## config.mk

```make
export PLATFORM = sky130hd
export DESIGN_NAME = midvote_hist
export DESIGN_NICKNAME = d
export VERILOG_FILES = /design/src/rtl/mv_pkg.sv /design/src/rtl/mv_shift_window.sv /design/src/rtl/mv_pair_count.sv /design/src/rtl/mv_bin_store.sv /design/src/rtl/midvote_hist.sv
export SDC_FILE = /design/constraint.sdc
export NUM_CORES = 1
export LEC_CHECK = 0
export BUFFER_PORTS_ARGS = -buffer_cell sky130_fd_sc_hd__buf_2
export CORE_MARGIN = 5
export CORE_UTILIZATION = 25
export DETAILED_ROUTE_END_ITERATION = 12
export REMOVE_ABC_BUFFERS = 1
export SKIP_CTS_REPAIR_TIMING = 1
export SLEW_MARGIN = 20
export SYNTH_ARGS = -nofsm -noshare
export SYNTH_HDL_FRONTEND = slang
export SYNTH_SLANG_ARGS = --single-unit
```

## constraint.sdc

```tcl
create_clock -name clk_i -period 4.45 [get_ports clk_i]
set_input_delay 0.89 -clock clk_i [delete_from_list [all_inputs] [get_ports clk_i]]
set_output_delay 0.89 -clock clk_i [all_outputs]
set_load 0.02 [all_outputs]
```

## src/rtl/mv_pkg.sv

```systemverilog
package mv_pkg;

  // Half the maximum pair span; bins lag the newest pixel by this many columns.
  function automatic int mv_half(input int dm);
    return dm / 2;
  endfunction

  // Bits needed to hold values 0..v.
  function automatic int mv_bits(input int v);
    return (v < 2) ? 1 : $clog2(v + 1);
  endfunction

endpackage

```

## src/rtl/mv_shift_window.sv

```systemverilog
module mv_shift_window #(
  parameter int DM = 8
) (
  input  logic        clk_i,
  input  logic        rst_ni,
  input  logic        shift_i,
  input  logic        restart_i,
  input  logic        bit_i,
  output logic [DM:0] win_o
);

  logic [DM:0] win_q, win_d;

  // Bit 0 holds the newest column. A restart clears older columns to zero.
  always_comb begin
    win_d = win_q;
    if (shift_i) begin
      if (restart_i) win_d = {{DM{1'b0}}, bit_i};
      else           win_d = {win_q[DM-1:0], bit_i};
    end
  end

  always_ff @(posedge clk_i or negedge rst_ni) begin
    if (!rst_ni) win_q <= '0;
    else         win_q <= win_d;
  end

  assign win_o = win_q;

endmodule

```

## src/rtl/mv_pair_count.sv

```systemverilog
module mv_pair_count #(
  parameter int DM = 8,
  parameter int IW = 3
) (
  input  logic [DM:0]   win_i,
  output logic [IW-1:0] inc_o
);

  localparam int HALF = mv_pkg::mv_half(DM);

  logic [HALF-1:0] hit;

  // Offset d pairs the left pixel (bin - d) with either of the two right
  // pixels (bin + d - 1, bin + d). An OR replaces their sum.
  for (genvar d = 1; d <= HALF; d++) begin : g_pair
    assign hit[d-1] = win_i[HALF+d] & (win_i[HALF-d+1] | win_i[HALF-d]);
  end

  always_comb begin
    inc_o = '0;
    for (int i = 0; i < HALF; i++) inc_o = inc_o + IW'(hit[i]);
  end

endmodule

```

## src/rtl/mv_bin_store.sv

```systemverilog
module mv_bin_store #(
  parameter int W     = 32,
  parameter int AW    = 6,
  parameter int CNT_W = 5
) (
  input  logic             clk_i,
  input  logic             rst_ni,
  input  logic             clr_i,
  input  logic [AW-1:0]    rd_addr_i,
  output logic [CNT_W-1:0] rd_data_o,
  input  logic             wr_en_i,
  input  logic [AW-1:0]    wr_addr_i,
  input  logic [CNT_W-1:0] wr_data_i
);

  localparam int IXW = $clog2(W);

  logic [CNT_W-1:0] mem [W];
  logic [CNT_W-1:0] mem_rq;
  logic [W-1:0]     touched_q;
  logic             touched_rq;
  logic [IXW-1:0]   widx, ridx;

  assign widx = IXW'(wr_addr_i - AW'(1));
  assign ridx = IXW'(rd_addr_i - AW'(1));

  // Read returns the contents before a same-cycle write.
  always_ff @(posedge clk_i) begin
    if (wr_en_i) mem[widx] <= wr_data_i;
    mem_rq <= mem[ridx];
  end

  // One flag per bin replaces a clearing sweep of the memory.
  always_ff @(posedge clk_i or negedge rst_ni) begin
    if (!rst_ni) begin
      touched_q  <= '0;
      touched_rq <= 1'b0;
    end else begin
      if (clr_i)        touched_q       <= '0;
      else if (wr_en_i) touched_q[widx] <= 1'b1;
      touched_rq <= touched_q[ridx];
    end
  end

  assign rd_data_o = touched_rq ? mem_rq : '0;

  AST_CLR_IDLE: assert property (@(posedge clk_i) disable iff (!rst_ni)
    clr_i |-> !wr_en_i);

endmodule

```

## src/rtl/midvote_hist.sv

```systemverilog
module midvote_hist #(
  parameter  int W     = 32,
  parameter  int DM    = 8,
  parameter  int H     = 4,
  localparam int AW    = $clog2(W + 1),
  localparam int CNT_W = $clog2(H * (DM / 2) + 1)
) (
  input  logic             clk_i,
  input  logic             rst_ni,
  input  logic             pix_valid_i,
  input  logic             pix_data_i,
  input  logic             pix_sol_i,
  input  logic             pix_sof_i,
  output logic             bin_valid_o,
  output logic [AW-1:0]    bin_idx_o,
  output logic [CNT_W-1:0] bin_count_o,
  output logic             done_o
);

  localparam int HALF = mv_pkg::mv_half(DM);
  localparam int CW   = $clog2(W + HALF + 1);
  localparam int IW   = mv_pkg::mv_bits(HALF);
  localparam int LW   = mv_pkg::mv_bits(H);
  localparam logic [CW-1:0] W_C    = CW'(W);
  localparam logic [CW-1:0] WH_C   = CW'(W + HALF);
  localparam logic [CW-1:0] HALF_C = CW'(HALF);
  localparam logic [AW-1:0] WA_C   = AW'(W);
  localparam logic [LW-1:0] LAST_L = LW'(H - 1);

  // Reset: asserted at once, released after two clock edges
  logic [1:0] rs_q;
  logic       rst_n;
  always_ff @(posedge clk_i or negedge rst_ni) begin
    if (!rst_ni) rs_q <= 2'b00;
    else         rs_q <= {rs_q[0], 1'b1};
  end
  assign rst_n = rs_q[1];

  // Line and frame control
  logic [CW-1:0] col_q, col_d;
  logic [LW-1:0] lines_q, lines_d;
  logic [AW-1:0] ptr_q, ptr_d;
  logic          act_q, act_d, ro_q, ro_d, step_q, step_d;
  logic          flush, line_end, accept, restart, shift_en;

  always_comb begin
    flush    = act_q && (col_q >= W_C) && (col_q < WH_C);
    line_end = act_q && (col_q == WH_C);
    accept   = pix_valid_i && !ro_q && !flush &&
               (pix_sol_i || (act_q && (col_q < W_C)));
    restart  = accept && pix_sol_i;
    shift_en = accept || flush;

    col_d   = col_q;
    act_d   = act_q;
    lines_d = lines_q;
    ro_d    = ro_q;
    ptr_d   = ptr_q;
    step_d  = shift_en;
    if (line_end) begin
      act_d = 1'b0;
      if (lines_q == LAST_L) begin
        lines_d = '0;
        ro_d    = 1'b1;
        ptr_d   = AW'(1);
      end else begin
        lines_d = lines_q + LW'(1);
      end
    end
    if (ro_q) begin
      if (ptr_q == WA_C) ro_d  = 1'b0;
      else               ptr_d = ptr_q + AW'(1);
    end
    if (restart) begin
      col_d = CW'(1);
      act_d = 1'b1;
      if (pix_sof_i) lines_d = '0;
    end else if (shift_en) begin
      col_d = col_q + CW'(1);
    end
  end

  always_ff @(posedge clk_i or negedge rst_n) begin
    if (!rst_n) begin
      col_q   <= '0;
      lines_q <= '0;
      ptr_q   <= '0;
      act_q   <= 1'b0;
      ro_q    <= 1'b0;
      step_q  <= 1'b0;
    end else begin
      col_q   <= col_d;
      lines_q <= lines_d;
      ptr_q   <= ptr_d;
      act_q   <= act_d;
      ro_q    <= ro_d;
      step_q  <= step_d;
    end
  end

  // Pixel window and vote increment (stage 0)
  logic [DM:0]   win;
  logic [IW-1:0] inc;
  logic          bin_v;
  logic [AW-1:0] bin_addr, rd_addr;

  mv_shift_window #(.DM(DM)) u_window (
    .clk_i(clk_i), .rst_ni(rst_n), .shift_i(shift_en), .restart_i(restart),
    .bit_i(accept ? pix_data_i : 1'b0), .win_o(win)
  );

  mv_pair_count #(.DM(DM), .IW(IW)) u_pairs (.win_i(win), .inc_o(inc));

  assign bin_v    = step_q && (col_q > HALF_C);
  assign bin_addr = AW'(col_q - HALF_C);
  assign rd_addr  = ro_q ? ptr_q : bin_addr;

  // Read-modify-write (stage 1) with forwarding of the previous write
  logic             s1_v_q, lw_v_q;
  logic [AW-1:0]    s1_addr_q, lw_addr_q;
  logic [IW-1:0]    s1_inc_q;
  logic [CNT_W-1:0] lw_data_q, rd_data, base, sum;

  always_comb begin
    base = (lw_v_q && (lw_addr_q == s1_addr_q)) ? lw_data_q : rd_data;
    sum  = base + CNT_W'(s1_inc_q);
  end

  mv_bin_store #(.W(W), .AW(AW), .CNT_W(CNT_W)) u_store (
    .clk_i(clk_i), .rst_ni(rst_n), .clr_i(restart && pix_sof_i),
    .rd_addr_i(rd_addr), .rd_data_o(rd_data),
    .wr_en_i(s1_v_q), .wr_addr_i(s1_addr_q), .wr_data_i(sum)
  );

  logic          ov_q, olast_q, done_q;
  logic [AW-1:0] oidx_q;

  always_ff @(posedge clk_i or negedge rst_n) begin
    if (!rst_n) begin
      s1_v_q    <= 1'b0;
      s1_addr_q <= '0;
      s1_inc_q  <= '0;
      lw_v_q    <= 1'b0;
      lw_addr_q <= '0;
      lw_data_q <= '0;
      ov_q      <= 1'b0;
      oidx_q    <= '0;
      olast_q   <= 1'b0;
      done_q    <= 1'b0;
    end else begin
      s1_v_q <= bin_v;
      if (bin_v) begin
        s1_addr_q <= bin_addr;
        s1_inc_q  <= inc;
      end
      lw_v_q <= s1_v_q;
      if (s1_v_q) begin
        lw_addr_q <= s1_addr_q;
        lw_data_q <= sum;
      end
      ov_q    <= ro_q;
      olast_q <= ro_q && (ptr_q == WA_C);
      done_q  <= olast_q;
      if (ro_q) oidx_q <= ptr_q;
    end
  end

  assign bin_valid_o = ov_q;
  assign bin_idx_o   = oidx_q;
  assign bin_count_o = rd_data;
  assign done_o      = done_q;

  AST_FLUSH_QUIET: assert property (@(posedge clk_i) disable iff (!rst_n)
    (act_q && (col_q >= W_C) && (col_q < WH_C)) |-> !pix_valid_i);
  AST_RO_ORDER: assert property (@(posedge clk_i) disable iff (!rst_n)
    (bin_valid_o && $past(bin_valid_o)) |-> (bin_idx_o == $past(bin_idx_o) + AW'(1)));
  AST_DONE_AFTER_LAST: assert property (@(posedge clk_i) disable iff (!rst_n)
    done_o |-> ($past(bin_valid_o) && ($past(bin_idx_o) == WA_C)));
  AST_CNT_MAX: assert property (@(posedge clk_i) disable iff (!rst_n)
    bin_valid_o |-> (bin_count_o <= CNT_W'(H * HALF)));

endmodule

```

==> flow_summary.ini <==
[detailed_routing]
vias = 6274
drtIter0Drc = 411
drt-vias-per-instance = 4.583
ant_nets = 0
firstDrtPassIters = 5
drc = 0
wl_mm = 23.90
wl_per_cell_um = 17.46

[worst_setup_path]
startpoint = s1_addr_q[4]$_DFFE_PN0P_
worst_setup_path_start_kind = flip-flop
reg2reg_from = s1_addr_q[4]$_DFFE_PN0P_
crit_chain = xnor2_1 -> nand4_1 -> or3_1 -> mux2_2 -> ha_1 -> and3_1 -> a211oi_1 -> xnor2_2 -> buf_4
cp-end-kind = flip-flop
rrSetupSlack_ns = 0.93
critPathMaxStageDelay_ns = 0.61
cp.required_ns = 4.77
cp.arrival_ns = 3.84
timing.rr.end = u_store.mem[0][3]$_DFFE_PP_
criticalPathCategory = reg -> reg
worstPathMaxFanout = 32
reg2reg_depth = 9
slowest_stage = a211oi_1

[synth]
synth-main-ff-cell = edfxtp_1
yosysSeqAreaShare_pct = 64.96
yosysUniqueCellTypes = 62
syn-cell-area_um2 = 11130
async_flop_share_pct = 36.05
syn_inst = 731
syn_avg_cell_area_um2 = 15.23
synth_edf_count = 160
ys_ff_latch = 258
yosys_warnings = 0

[global_routing]
antenna_found_initial = 0
grt.busiest_layer = met2
grt_max_degree = 54
grt.met3_usage_pct = 1.391
grt_pass1_vias = 6523
grt.met1_usage_pct = 13.44
grt_usage_pct = 9.713
grt-ovfl-total = 0
met2_usage_pct = 16.22
grt_pass1_wl_mm = 38.61

[cells_and_area]
drive_above_1_share_pct = 18.66
final_cell_mix = edfxtp_1 (160), dfrtp_1 (92), nand2_1 (51), nor2_1 (51), mux4_2 (37)
area_delta_synth_final_pct = 15.12
fin_util_pct = 29.04
multiInputGateArea_um2 = 3706
n_antenna_cell = 0
seqCellArea_um2 = 7236
fin_nets = 778
mostFrequentLayoutCell = edfxtp_1
fillerInstances = 4457

[power]
p_sw_w = 0.002835
pwr-share-clk_pct = 26.1
seqPwrFrac_pct = 39.5
power_w = 0.008411
powerDensity_nw_per_um2 = 656.3
internal-power_w = 0.005575
p_sw_share_pct = 33.71
p_leak_nw = 4.734
p_comb_share_pct = 34.4
max-vdd-ir-drop_mv = 0.4642

[sta]
setup_viol = 0
slew_headroom_pct = 41.07
finClkSkew_ns = 0.01507
hold_viol_final = 0
post-route-min-period_ns = 3.522
fmax_mhz = 283.9
setup_ws_ns = 0.9280
rsz0062_at_grt = false
period_share_pct = 79.15
whs_ns = 0.1303
worstMarginPinSlew_ns = 0.8839
tns_ns = 0
final_max_slew_viol_count = 0

[clock_tree]
clk_latency_ns = 0.54
cts_made_buffers = 28
h-tree-depth = 1
root_buffer = clkbuf_16
cts.reportedPaths.clkPinSlew_ns = 0.06
cts_buffer_depth = 3
cts_tree = yes
cts_sinks = 258

[placed_design]
hpwl_mm = 15.55
port_buffers = 18
dp_slack_ns = 0.9421
place.gp.congestion = 0.7684

[die]
die_w_um = 221.0
rows = 77
initial_core_util_pct = 25.23
dieArea_um2 = 48850
die_h_um = 221.0
num_io_pins = 19
coreArea_um2 = 44120

[min_path]
hp-class = in -> async

[run_status]
outcome = completed

[job]
max_cap_violations = 0
[final cells by class]
type,instances,share of cell area [%]
inverter,18,0.5272
timing repair buffer,28,1.484
clock buffer,36,6.024
clock inverter,16,0.8103
multi-input combinational,421,28.92
sequential,258,56.46
tap,592,5.780
[power groups by stage]
| stage | clock network [W] | registers [W] | logic, W |
|---|---|---|---|
| 5_1_grt | 0.00234 | 0.00337 | 0.00317 |
| 6_report | 0.00220 | 0.00332 | 0.00290 |
| 4_1_cts | 0.00225 | 0.00333 | 0.00294 |
| 3_3_place_gp | 0 | 0.00336 | 0.00286 |
| 2_1_floorplan | 0 | 0.00331 | 0.00201 |
| 3_5_place_dp | 0 | 0.00337 | 0.00292 |
[sequential cells by signal, summed over array words and instances, names as in the netlist, 6 cells and up]
name               cells
ptr_q                  6
s1_addr_q              6
u_store.touched_q     32
u_window.win_o         9
col_q                  6
bin_idx_o              6
u_store.mem          160
lw_addr_q              6
[stage by stage]
stage          instances  area [um2]
2_1_floorplan        697       10950
3_3_place_gp        1317       11920
3_5_place_dp        1317       11920
4_1_cts             1369       12800
5_1_grt             1369       12820
6_report            1369       12820
[metal layers]
layer / vias to the layer above / share of wire (%)
li1: 2868 / -
met1: 3239 / 45
met2: 131 / 49
met3: 36 / 4.0
met4: 0 / 2.2
met5: - / 0
[cell usage after synthesis, types with 10 or more instances]
library cell	n	area, um2
a21oi_1	12	60.06
a221oi_1	12	105.1
and2_1	10	62.56
and3_1	21	131.4
clkbuf_1	22	82.58
dfrtp_1	93	2327
edfxtp_1	160	4805
ha_1	15	187.7
inv_1	17	63.81
mux2_2	18	202.7
mux2i_1	12	120.1
mux4_1	11	289.0
mux4_2	37	833.3
nand2_1	51	191.4
nand3_1	15	75.07
nor2_1	51	191.4
o21a_1	35	262.8
o21ai_0	19	95.09
xnor2_1	12	105.1
[cells by family after synthesis]
group	synth area share (%)
flops	64.96
simple gates	8.586
compound gates	7.642
mux	13.10
buf+inv	2.214
xor+xnor	1.416
fa+ha+maj	2.045
other cells	0.03368
[how the worst max path moves through the flow]
stage	end	slack, ns	depth (start not counted)
after global routing	u_store.mem[1][3]$_DFFE_PP_	0.71	9
final	u_store.mem[0][3]$_DFFE_PP_	0.93	9
after floorplan	u_store.touched_rq$_DFF_PN0_	-1.23	5
after global placement	u_store.mem[6][4]$_DFFE_PP_	1.05	12
after CTS	u_store.mem[20][2]$_DFFE_PP_	0.90	8
after detailed placement	u_store.mem[5][2]$_DFFE_PP_	0.94	8
[critical path, delay by kind of cell (launching register included)]
kind / cells / cell delay (ns)
compound gates: 1 / 0.61
flops: 1 / 0.49
buf+inv: 1 / 0.32
xor+xnor: 2 / 0.38
simple gates: 3 / 0.84
fa+ha+maj: 1 / 0.32
mux: 1 / 0.33
(Power assumes the default switching activity.)
